<file path="config.mk">
export PLATFORM = sky130hd
export DESIGN_NAME = seg_addr_gen
export DESIGN_NICKNAME = d
export VERILOG_FILES = /design/src/rtl/seg_addr_pkg.sv /design/src/rtl/seg_regfile.sv /design/src/rtl/ip_counter.sv /design/src/rtl/seg_select.sv /design/src/rtl/addr_adder.sv /design/src/rtl/seg_addr_gen.sv
export SDC_FILE = /design/constraint.sdc
export NUM_CORES = 1
export LEC_CHECK = 0
export CAP_MARGIN = 15
export CORE_MARGIN = 2
export CORE_UTILIZATION = 30
export DETAILED_ROUTE_END_ITERATION = 8
export PLACE_DENSITY = 0.61
export SYNTH_ARGS = -nofsm -noshare
export SYNTH_HDL_FRONTEND = slang
export SYNTH_HIERARCHICAL = 1
export SYNTH_SLANG_ARGS = --single-unit
</file>
<file path="constraint.sdc">
create_clock -name clk -period 2.9 [get_ports clk]
set_clock_uncertainty 0.15 [all_clocks]
set_input_delay 0.29 -clock clk [delete_from_list [all_inputs] [get_ports clk]]
set_output_delay 0.29 -clock clk [all_outputs]
set_load 0.01 [all_outputs]
</file>
<file path="src/rtl/seg_addr_pkg.sv">
package seg_addr_pkg;
   typedef enum logic [1:0] {
      SEG_CODE  = 2'd0,
      SEG_DATA  = 2'd1,
      SEG_STACK = 2'd2,
      SEG_EXTRA = 2'd3
   } seg_id_e;

   typedef enum logic [2:0] {
      ACC_FETCH = 3'd0,
      ACC_STACK = 3'd1,
      ACC_BASE  = 3'd2,
      ACC_DATA  = 3'd3,
      ACC_DEST  = 3'd4
   } acc_kind_e;

   localparam int NUM_SEGS = 4;
endpackage

</file>
<file path="src/rtl/seg_regfile.sv">
module seg_regfile #(
   parameter int SEG_W = 16,
   parameter int NSEG  = 4,
   localparam int SEL_W = $clog2(NSEG)
) (
   input  logic             clk,
   input  logic             rst_n,
   input  logic             wr_en,
   input  logic [SEL_W-1:0] wr_sel,
   input  logic [SEG_W-1:0] wr_data,
   output logic [SEG_W-1:0] seg_q [NSEG]
);
   for (genvar i = 0; i < NSEG; i++) begin : g_seg
      always_ff @(posedge clk or negedge rst_n) begin
         if (!rst_n)
            seg_q[i] <= '0;
         else if (wr_en && (wr_sel == SEL_W'(i)))
            seg_q[i] <= wr_data;
      end
   end
endmodule

</file>
<file path="src/rtl/ip_counter.sv">
module ip_counter #(
   parameter int OFF_W = 16,
   parameter int LEN_W = 4
) (
   input  logic             clk,
   input  logic             rst_n,
   input  logic             inc_en,
   input  logic [LEN_W-1:0] inc_len,
   input  logic             jmp_en,
   input  logic [OFF_W-1:0] jmp_val,
   output logic [OFF_W-1:0] ip_q
);
   logic [OFF_W-1:0] step;
   assign step = {{(OFF_W-LEN_W){1'b0}}, inc_len};

   always_ff @(posedge clk or negedge rst_n) begin
      if (!rst_n)
         ip_q <= '0;
      else if (jmp_en)
         ip_q <= jmp_val;
      else if (inc_en)
         ip_q <= ip_q + step;
   end
endmodule

</file>
<file path="src/rtl/seg_select.sv">
module seg_select
   import seg_addr_pkg::*;
(
   input  logic [2:0] kind,
   input  logic       ovr_en,
   input  logic [1:0] ovr_sel,
   output logic [1:0] sel
);
   always_comb begin
      case (kind)
         ACC_FETCH: sel = SEG_CODE;
         ACC_STACK: sel = SEG_STACK;
         ACC_BASE:  sel = ovr_en ? ovr_sel : SEG_STACK;
         ACC_DEST:  sel = SEG_EXTRA;
         default:   sel = ovr_en ? ovr_sel : SEG_DATA;
      endcase
   end
endmodule

</file>
<file path="src/rtl/addr_adder.sv">
module addr_adder #(
   parameter int SEG_W     = 16,
   parameter int OFF_W     = 16,
   parameter int SHIFT     = 4,
   parameter bit SPLIT_ADD = 1'b1,
   localparam int PA_W     = SEG_W + SHIFT
) (
   input  logic [SEG_W-1:0] seg,
   input  logic [OFF_W-1:0] off,
   output logic [PA_W-1:0]  pa
);
   if (SPLIT_ADD) begin : g_split
      logic [SEG_W-1:0] hi;
      assign hi = seg + SEG_W'(off >> SHIFT);
      assign pa = {hi, off[SHIFT-1:0]};
   end else begin : g_full
      assign pa = {seg, {SHIFT{1'b0}}} + PA_W'(off);
   end
endmodule

</file>
<file path="src/rtl/seg_addr_gen.sv">
module seg_addr_gen
   import seg_addr_pkg::*;
#(
   parameter int SEG_W     = 16,
   parameter int OFF_W     = 16,
   parameter int SHIFT     = 4,
   parameter int LEN_W     = 4,
   parameter bit SPLIT_ADD = 1'b1,
   localparam int PA_W     = SEG_W + SHIFT
) (
   input  logic             clk,
   input  logic             rst_n,
   input  logic             seg_wr_en,
   input  logic [1:0]       seg_wr_sel,
   input  logic [SEG_W-1:0] seg_wr_data,
   input  logic             ip_inc_en,
   input  logic [LEN_W-1:0] ip_inc_len,
   input  logic             ip_jmp_en,
   input  logic [OFF_W-1:0] ip_jmp_val,
   input  logic             req_valid,
   input  logic [2:0]       req_kind,
   input  logic [OFF_W-1:0] req_offset,
   input  logic             ovr_en,
   input  logic [1:0]       ovr_sel,
   output logic             addr_valid,
   output logic [PA_W-1:0]  phys_addr,
   output logic [OFF_W-1:0] ip_value
);
   if (OFF_W <= SHIFT) begin : g_bad_off
      $error("seg_addr_gen: OFF_W must exceed SHIFT");
   end
   if (OFF_W > PA_W) begin : g_bad_pa
      $error("seg_addr_gen: OFF_W must not exceed the address width");
   end
   if (LEN_W >= OFF_W) begin : g_bad_len
      $error("seg_addr_gen: LEN_W must be narrower than OFF_W");
   end

   logic [SEG_W-1:0] seg_q [NUM_SEGS];
   logic [1:0]       sel;
   logic [OFF_W-1:0] eff_off;
   logic [PA_W-1:0]  pa_next;

   seg_regfile #(.SEG_W(SEG_W), .NSEG(NUM_SEGS)) u_regs (
      .clk     (clk),
      .rst_n   (rst_n),
      .wr_en   (seg_wr_en),
      .wr_sel  (seg_wr_sel),
      .wr_data (seg_wr_data),
      .seg_q   (seg_q)
   );

   ip_counter #(.OFF_W(OFF_W), .LEN_W(LEN_W)) u_ip (
      .clk     (clk),
      .rst_n   (rst_n),
      .inc_en  (ip_inc_en),
      .inc_len (ip_inc_len),
      .jmp_en  (ip_jmp_en),
      .jmp_val (ip_jmp_val),
      .ip_q    (ip_value)
   );

   seg_select u_sel (
      .kind    (req_kind),
      .ovr_en  (ovr_en),
      .ovr_sel (ovr_sel),
      .sel     (sel)
   );

   assign eff_off = (req_kind == ACC_FETCH) ? ip_value : req_offset;

   addr_adder #(
      .SEG_W(SEG_W), .OFF_W(OFF_W), .SHIFT(SHIFT), .SPLIT_ADD(SPLIT_ADD)
   ) u_add (
      .seg (seg_q[sel]),
      .off (eff_off),
      .pa  (pa_next)
   );

   always_ff @(posedge clk or negedge rst_n) begin
      if (!rst_n) begin
         addr_valid <= 1'b0;
         phys_addr  <= '0;
      end else begin
         addr_valid <= req_valid;
         if (req_valid)
            phys_addr <= pa_next;
      end
   end
endmodule

</file>
==> results of run 1 <==
cells by family (layout without fill, tap and decap cells):
kind of cell / count (synthesis) / count (layout) / synth area share (%)
AOI/OAI and AO/OA: 76 / 76 / 9.725
buffers and inverters: 34 / 203 / 3.898
DFF: 101 / 101 / 44.24
adders and majority gates: 18 / 18 / 4.205
xor gates and xnor gates: 16 / 16 / 2.453
and+or+nand+nor: 86 / 86 / 8.673
muxes: 119 / 119 / 26.81
timing repair:
item	in CTS	in global routing
resized for setup	35	19
gates cloned	0	0
pin swaps	16	20
setup endpoints to repair	12	10
endpoints found under the hold margin	39	0
hold buffers	1	0
buffers inserted	16	3
layout make-up:
cell class | instances | share of cell area (%)
multi-input cells | 315 | 39.49
clock inverters | 5 | 1.107
inverters | 10 | 0.4679
flip-flops and latches | 101 | 31.51
clock buffers | 11 | 3.026
well taps | 234 | 3.650
repair buffers | 177 | 20.75
path summary, 6_finish.rpt:
kind,start,to,slack (ns),cells past startpoint
setup / recovery,req_kind[0],phys_addr[19],-0.08,12
setup reg to reg,u_regs/seg_q[0],phys_addr[14],0.16,9
hold reg to reg,u_regs/seg_q[63],u_regs/seg_q[63],0.35,1
max in group asynchronous,rst_n,u_regs/seg_q[1],1.58,3
min in group clk,u_regs/seg_q[63],u_regs/seg_q[63],0.35,1
hold / removal,rst_n,addr_valid,0.31,2
where the power goes:
group          internal, mW  switching, mW  leakage (nW)
sequential             1.73          0.191          1.19
combinational          1.34          0.958          1.93
clock                 0.793          0.548         0.163
critical path, delay by kind of cell:
kind / cells / cell delay [ns]
compound gates: 6 / 1.35
fa+ha+maj: 1 / 0.28
buf+inv: 3 / 0.39
mux: 2 / 0.75
per-layer routing:
layer / up-vias / share of wire (%) / track usage, % / wire, um
met2: 99 / 49 / 26.60 / 7319
met1: 2133 / 45 / 18.89 / 6649
met3: 11 / 5.2 / 4.139 / 777
li1: 2015 / - / - / -
met5: - / 0 / 0 / 0
met4: 0 / 0.87 / 2.842 / 129
stage by stage:
step	cell area, um2	utilization (%)	power [mW]	std cells
after CTS	7893	42.19	5.522	850
after floorplan	5768	-	3.080	450
after detailed placement	7355	39.32	4.047	817
after global placement	7355	39.32	3.970	817
final	8021	42.88	5.552	853
after global routing	8021	42.88	5.884	853
cell usage in the layout, fill, tap and decap left out, types with 5 or more instances in the layout:
master and instances:
ha_1 7, a31oi_1 7, nor2_1 16, xnor2_1 12, buf_12 5, ha_4 7, nand3_1 8, or4_1 5
a21o_1 6, dfrtp_1 101, mux2_2 96, inv_1 10, clkbuf_16 9, o21ai_0 13, clkdlybuf4s50_1 95, buf_4 68
mux4_2 12, nand4_1 5, a21oi_1 15, nand2_1 21, or3_1 5
sequential cells by signal, indices dropped and copies added, names as in the netlist:
signal,cells
u_ip/ip_q,16
u_regs/seg_q,64
addr_valid,1
phys_addr,20
==> results.sh, run 1 <==
export IMPL_grt_max_degree=63
export IMPL_regArea_um2=2527
export IMPL_synth_edf_count=0
export IMPL_crit_chain="buf_8 > o21a_1 > o22a_1 > buf_12 > buf_12 > mux4_2 > ha_4 > a21o_1 > a31o_4 > a2111oi_4 > o311ai_4 > mux2_4"
export IMPL_first_global_vias=4593
export IMPL_ys_top_cells_by_area="dfrtp_1, mux2_2, mux4_2"
export IMPL_status="finished with violations"
export IMPL_crit_arrival_ns=3.08
export IMPL_violations="negative setup slack"
export IMPL_maxSlewHeadroom_pct=62.68
export IMPL_wl_per_cell_um=17.44
export IMPL_period_share_pct=102.9
export IMPL_synth_seq_cells=101
export IMPL_area_delta_synth_final_pct=40.41
export IMPL_dr_total_vias=4258
export IMPL_p_leak_nw=3.281
export IMPL_avgViaCountPerCell=4.992
export IMPL_synth_top_area_cell="dfrtp_1"
export IMPL_start_util_pct=30.54
export IMPL_cts_clk_slew_worst_paths_ns=0.07
export IMPL_yosysUniqueCellTypes=60
export IMPL_track_usage_pct=15.17
export IMPL_fmax_mhz=335.2
export IMPL_cap_violations=0
export IMPL_required_ns=2.99
export IMPL_hold_class="in -> async"
export IMPL_max_vdd_ir_drop_v=0.0003402
export IMPL_core_area_um2=18710
export IMPL_yosys_top_cells_count="dfrtp_1, mux2_2, nand2_1"
export IMPL_startpoint_type="input port"
export IMPL_crit_path_end_kind="flip-flop"
export IMPL_setup_ws_ns=-0.08315
export IMPL_drtPass1Iterations=4
export IMPL_worstMarginPinSlew_ns=0.5598
export IMPL_dp_hpwl_um=11260
export IMPL_fin_hold_ws_ns=0.3113
export IMPL_numPortBuffers=102
export IMPL_setup_tns_ns=-0.1512
export IMPL_die_h_um=142.0
export IMPL_cts_root_buf="clkbuf_16"
export IMPL_cts_buffer_depth=2
export IMPL_clock_latency_ns=0.35
export IMPL_path_max_fanout=7
export IMPL_syn_inst=450
export IMPL_ys_seq_area_share_pct=44.24
export IMPL_max_stage_delay_ns=0.47
export IMPL_ant_nets=0
export IMPL_drive_gt1_share_pct=39.26
export IMPL_synthArstFlopShare_pct=100.0
export IMPL_syn_num_nets=534
export IMPL_rows=50
export IMPL_die_x_um=142.0
export IMPL_fillCellCount=1710
export IMPL_drv_slew=0
export IMPL_first_iter_violations=205
export IMPL_critPathKind="in -> reg"
export IMPL_cp_slowest_cell="mux4_2"
export IMPL_cts_max_level=3
export IMPL_cts_tree="built"
export IMPL_p_per_area_nw_per_um2=692.1
export IMPL_wl_um=14880
export IMPL_synthFlopType="dfrtp_1"
export IMPL_synth_most_common_cell="dfrtp_1"
export IMPL_dp_slack_ns=-0.9140
export IMPL_min_period_ns=2.983
export IMPL_rsz0062_at_grt="yes"
export IMPL_boundaryPins=103
export IMPL_antenna_cells=0
export IMPL_overflow=0
export IMPL_avgSynthCellArea_um2=12.70
export IMPL_drcViolationCount=0
export IMPL_setup_violations=4
export IMPL_die_area_um2=20160
export IMPL_multiInputGateArea_um2=3168
export IMPL_cts_buffers=9
export IMPL_antenna_found_initial=0
export IMPL_hold_viol_final=0
export IMPL_place_gp_congestion=0.8560
export IMPL_cts_num_sinks=101
export IMPL_netlist_area_um2=5713
export IMPL_grt_pass1_wl_um=24030
export IMPL_synth_top_area_share_pct=44.24
export IMPL_nNetsFinal=698
export IMPL_ys_warn_count=6
export IMPL_crit_top_cell="buf_12"
No activity file was read; power rests on OpenSTA's default activity.
==> inputs of run 2 (changes only) <==
--- a/config.mk
+++ b/config.mk
@@ -5,11 +5,10 @@
 export SDC_FILE = /design/constraint.sdc
 export NUM_CORES = 1
 export LEC_CHECK = 0
-export CAP_MARGIN = 15
 export CORE_MARGIN = 2
 export CORE_UTILIZATION = 30
 export DETAILED_ROUTE_END_ITERATION = 8
-export PLACE_DENSITY = 0.61
+export PLACE_DENSITY = 0.6
 export SYNTH_ARGS = -nofsm -noshare
 export SYNTH_HDL_FRONTEND = slang
 export SYNTH_HIERARCHICAL = 1
==> constraint.sdc (replaced) <==
create_clock -name clk -period 3.25 [get_ports clk]
set_clock_uncertainty 0.15 [all_clocks]
set_input_delay 0.325 -clock clk [delete_from_list [all_inputs] [get_ports clk]]
set_output_delay 0.325 -clock clk [all_outputs]
set_load 0.01 [all_outputs]
==> run 2 against run 1 <==
Net effect:
- register-to-register slack improved by 0.25 ns
- the run now ends clean
- worst hold slack improved by 0.040 ns
- sequential share of layout area rose by 0.93 points
- routed wire length fell by 3.3%
- design area fell by 2.9%
- power fell by 15%
- clock power fell by 19%
- sequential power fell by 11%
- critical path depth rose by 1
- utilization fell by 1.2 points
==> results.sh, run 2 (synthesis results as in run 1) <==
export IMPL_status="complete, no violations"
export IMPL_r2r_start="u_regs/seg_q[0]"
export IMPL_min_period_ns=3.151
export IMPL_maxSlewHeadroom_pct=44.83
export IMPL_worstMarginPinSlew_ns=0.8276
export IMPL_start_util_pct=30.54
export IMPL_cts_max_level=3
export IMPL_hold_start="u_regs/seg_q[45]"
export IMPL_cts_buffers=9
export IMPL_period_share_pct=96.96
export IMPL_reg2regPathDepth=8
export IMPL_cts_clk_slew_worst_paths_ns=0.07
export IMPL_holdPathEnd="u_regs/seg_q[45]"
export IMPL_antenna_found_initial=0
export IMPL_fin_hold_ws_ns=0.3510
export IMPL_cap_violations=0
export IMPL_cp_slowest_cell="a221oi_4"
export IMPL_drtPass1Iterations=4
export IMPL_startpoint_type="input port"
export IMPL_cts_num_sinks=101
export IMPL_die_x_um=142.0
export IMPL_max_vdd_ir_drop_v=0.0002846
export IMPL_dpl_cell_area_um2=7305
export IMPL_worst_path_stages=13
export IMPL_crit_path_end_kind="flip-flop"
export IMPL_overflow=0
export IMPL_final_common_cell="dfrtp_1"
export IMPL_setup_tns_ns=0
export IMPL_die_area_um2=20160
export IMPL_die_h_um=142.0
export IMPL_fmax_mhz=317.3
export IMPL_area_delta_synth_final_pct=36.38
export IMPL_place_gp_congestion=0.8192
export IMPL_dp_slack_ns=-0.6511
export IMPL_wl_um=14390
export IMPL_rows=50
export IMPL_antenna_cells=0
export IMPL_largest_register_ffs=64
export IMPL_path_max_fanout=6
export IMPL_crit_chain="dlygate4sd2_1 > nor4b_2 > a21oi_1 > o211ai_1 > buf_4 > mux4_2 > ha_4 > fa_2 > a21o_1 > a221oi_4 > o21ai_1 > xor2_1 > mux2_2"
export IMPL_hold_class="reg -> reg"
export IMPL_critPathKind="in -> reg"
export IMPL_drcViolationCount=0
export IMPL_grt_max_degree=64
export IMPL_r2r_end="phys_addr[14]"
export IMPL_layout_common_cells="dfrtp_1, mux2_2, clkdlybuf4s50_1"
export IMPL_dr_total_vias=4238
export IMPL_drv_slew=0
export IMPL_core_area_um2=18710
export IMPL_grt_pass1_wl_um=23290
export IMPL_reg2reg_slack_ns=0.41
export IMPL_reg_top3="u_regs/seg_q (64), phys_addr (20), u_ip/ip_q (16)"
export IMPL_boundaryPins=103
export IMPL_cts_tree="built"
export IMPL_required_ns=3.34
export IMPL_crit_buf_inv=2
export IMPL_first_iter_violations=180
export IMPL_nNetsFinal=688
export IMPL_setup_violations=0
export IMPL_hold_viol_final=0
export IMPL_wl_per_cell_um=17.07
export IMPL_setup_ws_ns=0.09876
export IMPL_holdPathStages=1
export IMPL_numPortBuffers=102
export IMPL_ant_nets=0
export IMPL_crit_arrival_ns=3.24
export IMPL_first_global_vias=4428
export IMPL_avgViaCountPerCell=5.027
export IMPL_drive_gt1_share_pct=36.95
export IMPL_p_leak_nw=3.199
export IMPL_fin_area_um2=7791
export IMPL_max_stage_delay_ns=0.38
export IMPL_cts_root_buf="clkbuf_16"
export IMPL_dp_hpwl_um=10830
export IMPL_largest_register="u_regs/seg_q"
export IMPL_crit_family="compound AO/OA/AOI/OAI gates"
export IMPL_cts_buffer_depth=2
export IMPL_clock_latency_ns=0.35
export IMPL_p_per_area_nw_per_um2=605.1
export IMPL_track_usage_pct=14.81
run 2: layout make-up:
type | instances | area (um2)
fillers | 1732 | 10910
multi-input cells | 315 | 3087
clock inverters | 5 | 46.29
well taps | 234 | 292.8
clock buffers | 11 | 252.7
flip-flops and latches | 101 | 2527
repair buffers | 167 | 1548
inverters | 10 | 37.54
run 2: how the worst max path moves through the flow:
stage                 from            end
6_report       req_kind[2]  phys_addr[14]
5_1_grt        req_kind[2]  phys_addr[14]
4_1_cts        req_kind[0]  phys_addr[19]
3_5_place_dp   req_kind[0]  phys_addr[19]
3_3_place_gp   req_kind[0]  phys_addr[14]
2_1_floorplan  req_kind[0]  phys_addr[14]
run 2: metrics by stage:
stage	power [mW]	utilization (%)	std cells
after floorplan	2.719	-	450
after global placement	3.489	39.05	819
after detailed placement	3.552	39.05	819
after CTS	4.693	40.92	838
after global routing	5.009	41.65	843
final	4.714	41.65	843
run 2: report_power, final:
group	internal, mW	switching, mW	leakage (nW)
clock network	0.579	0.512	0.149
logic	1.11	0.804	1.86
registers	1.54	0.170	1.19
total	3.23	1.49	3.20
run 2: timing repair:
| item | 4_1_cts | 5_1_grt |
|---|---|---|
| gates resized for setup | 9 | 23 |
| setup endpoints to repair | 11 | 10 |
| hold endpoints to repair | 61 | 0 |
| setup buffers | 2 | 5 |
| hold buffers | 1 | 0 |
| pin swaps | 6 | 18 |
| gates cloned | 0 | 0 |
run 2: layer usage:
| metal | wire length, um | part of all wire, % | vias up | GRT usage (%) |
|---|---|---|---|---|
| met5 | 0 | 0 | - | 0 |
| met4 | 118 | 0.82 | 0 | 3.105 |
| met3 | 670 | 4.7 | 8 | 3.701 |
| met2 | 6979 | 49 | 114 | 25.20 |
| met1 | 6619 | 46 | 2108 | 19.18 |
| li1 | - | - | 2008 | - |
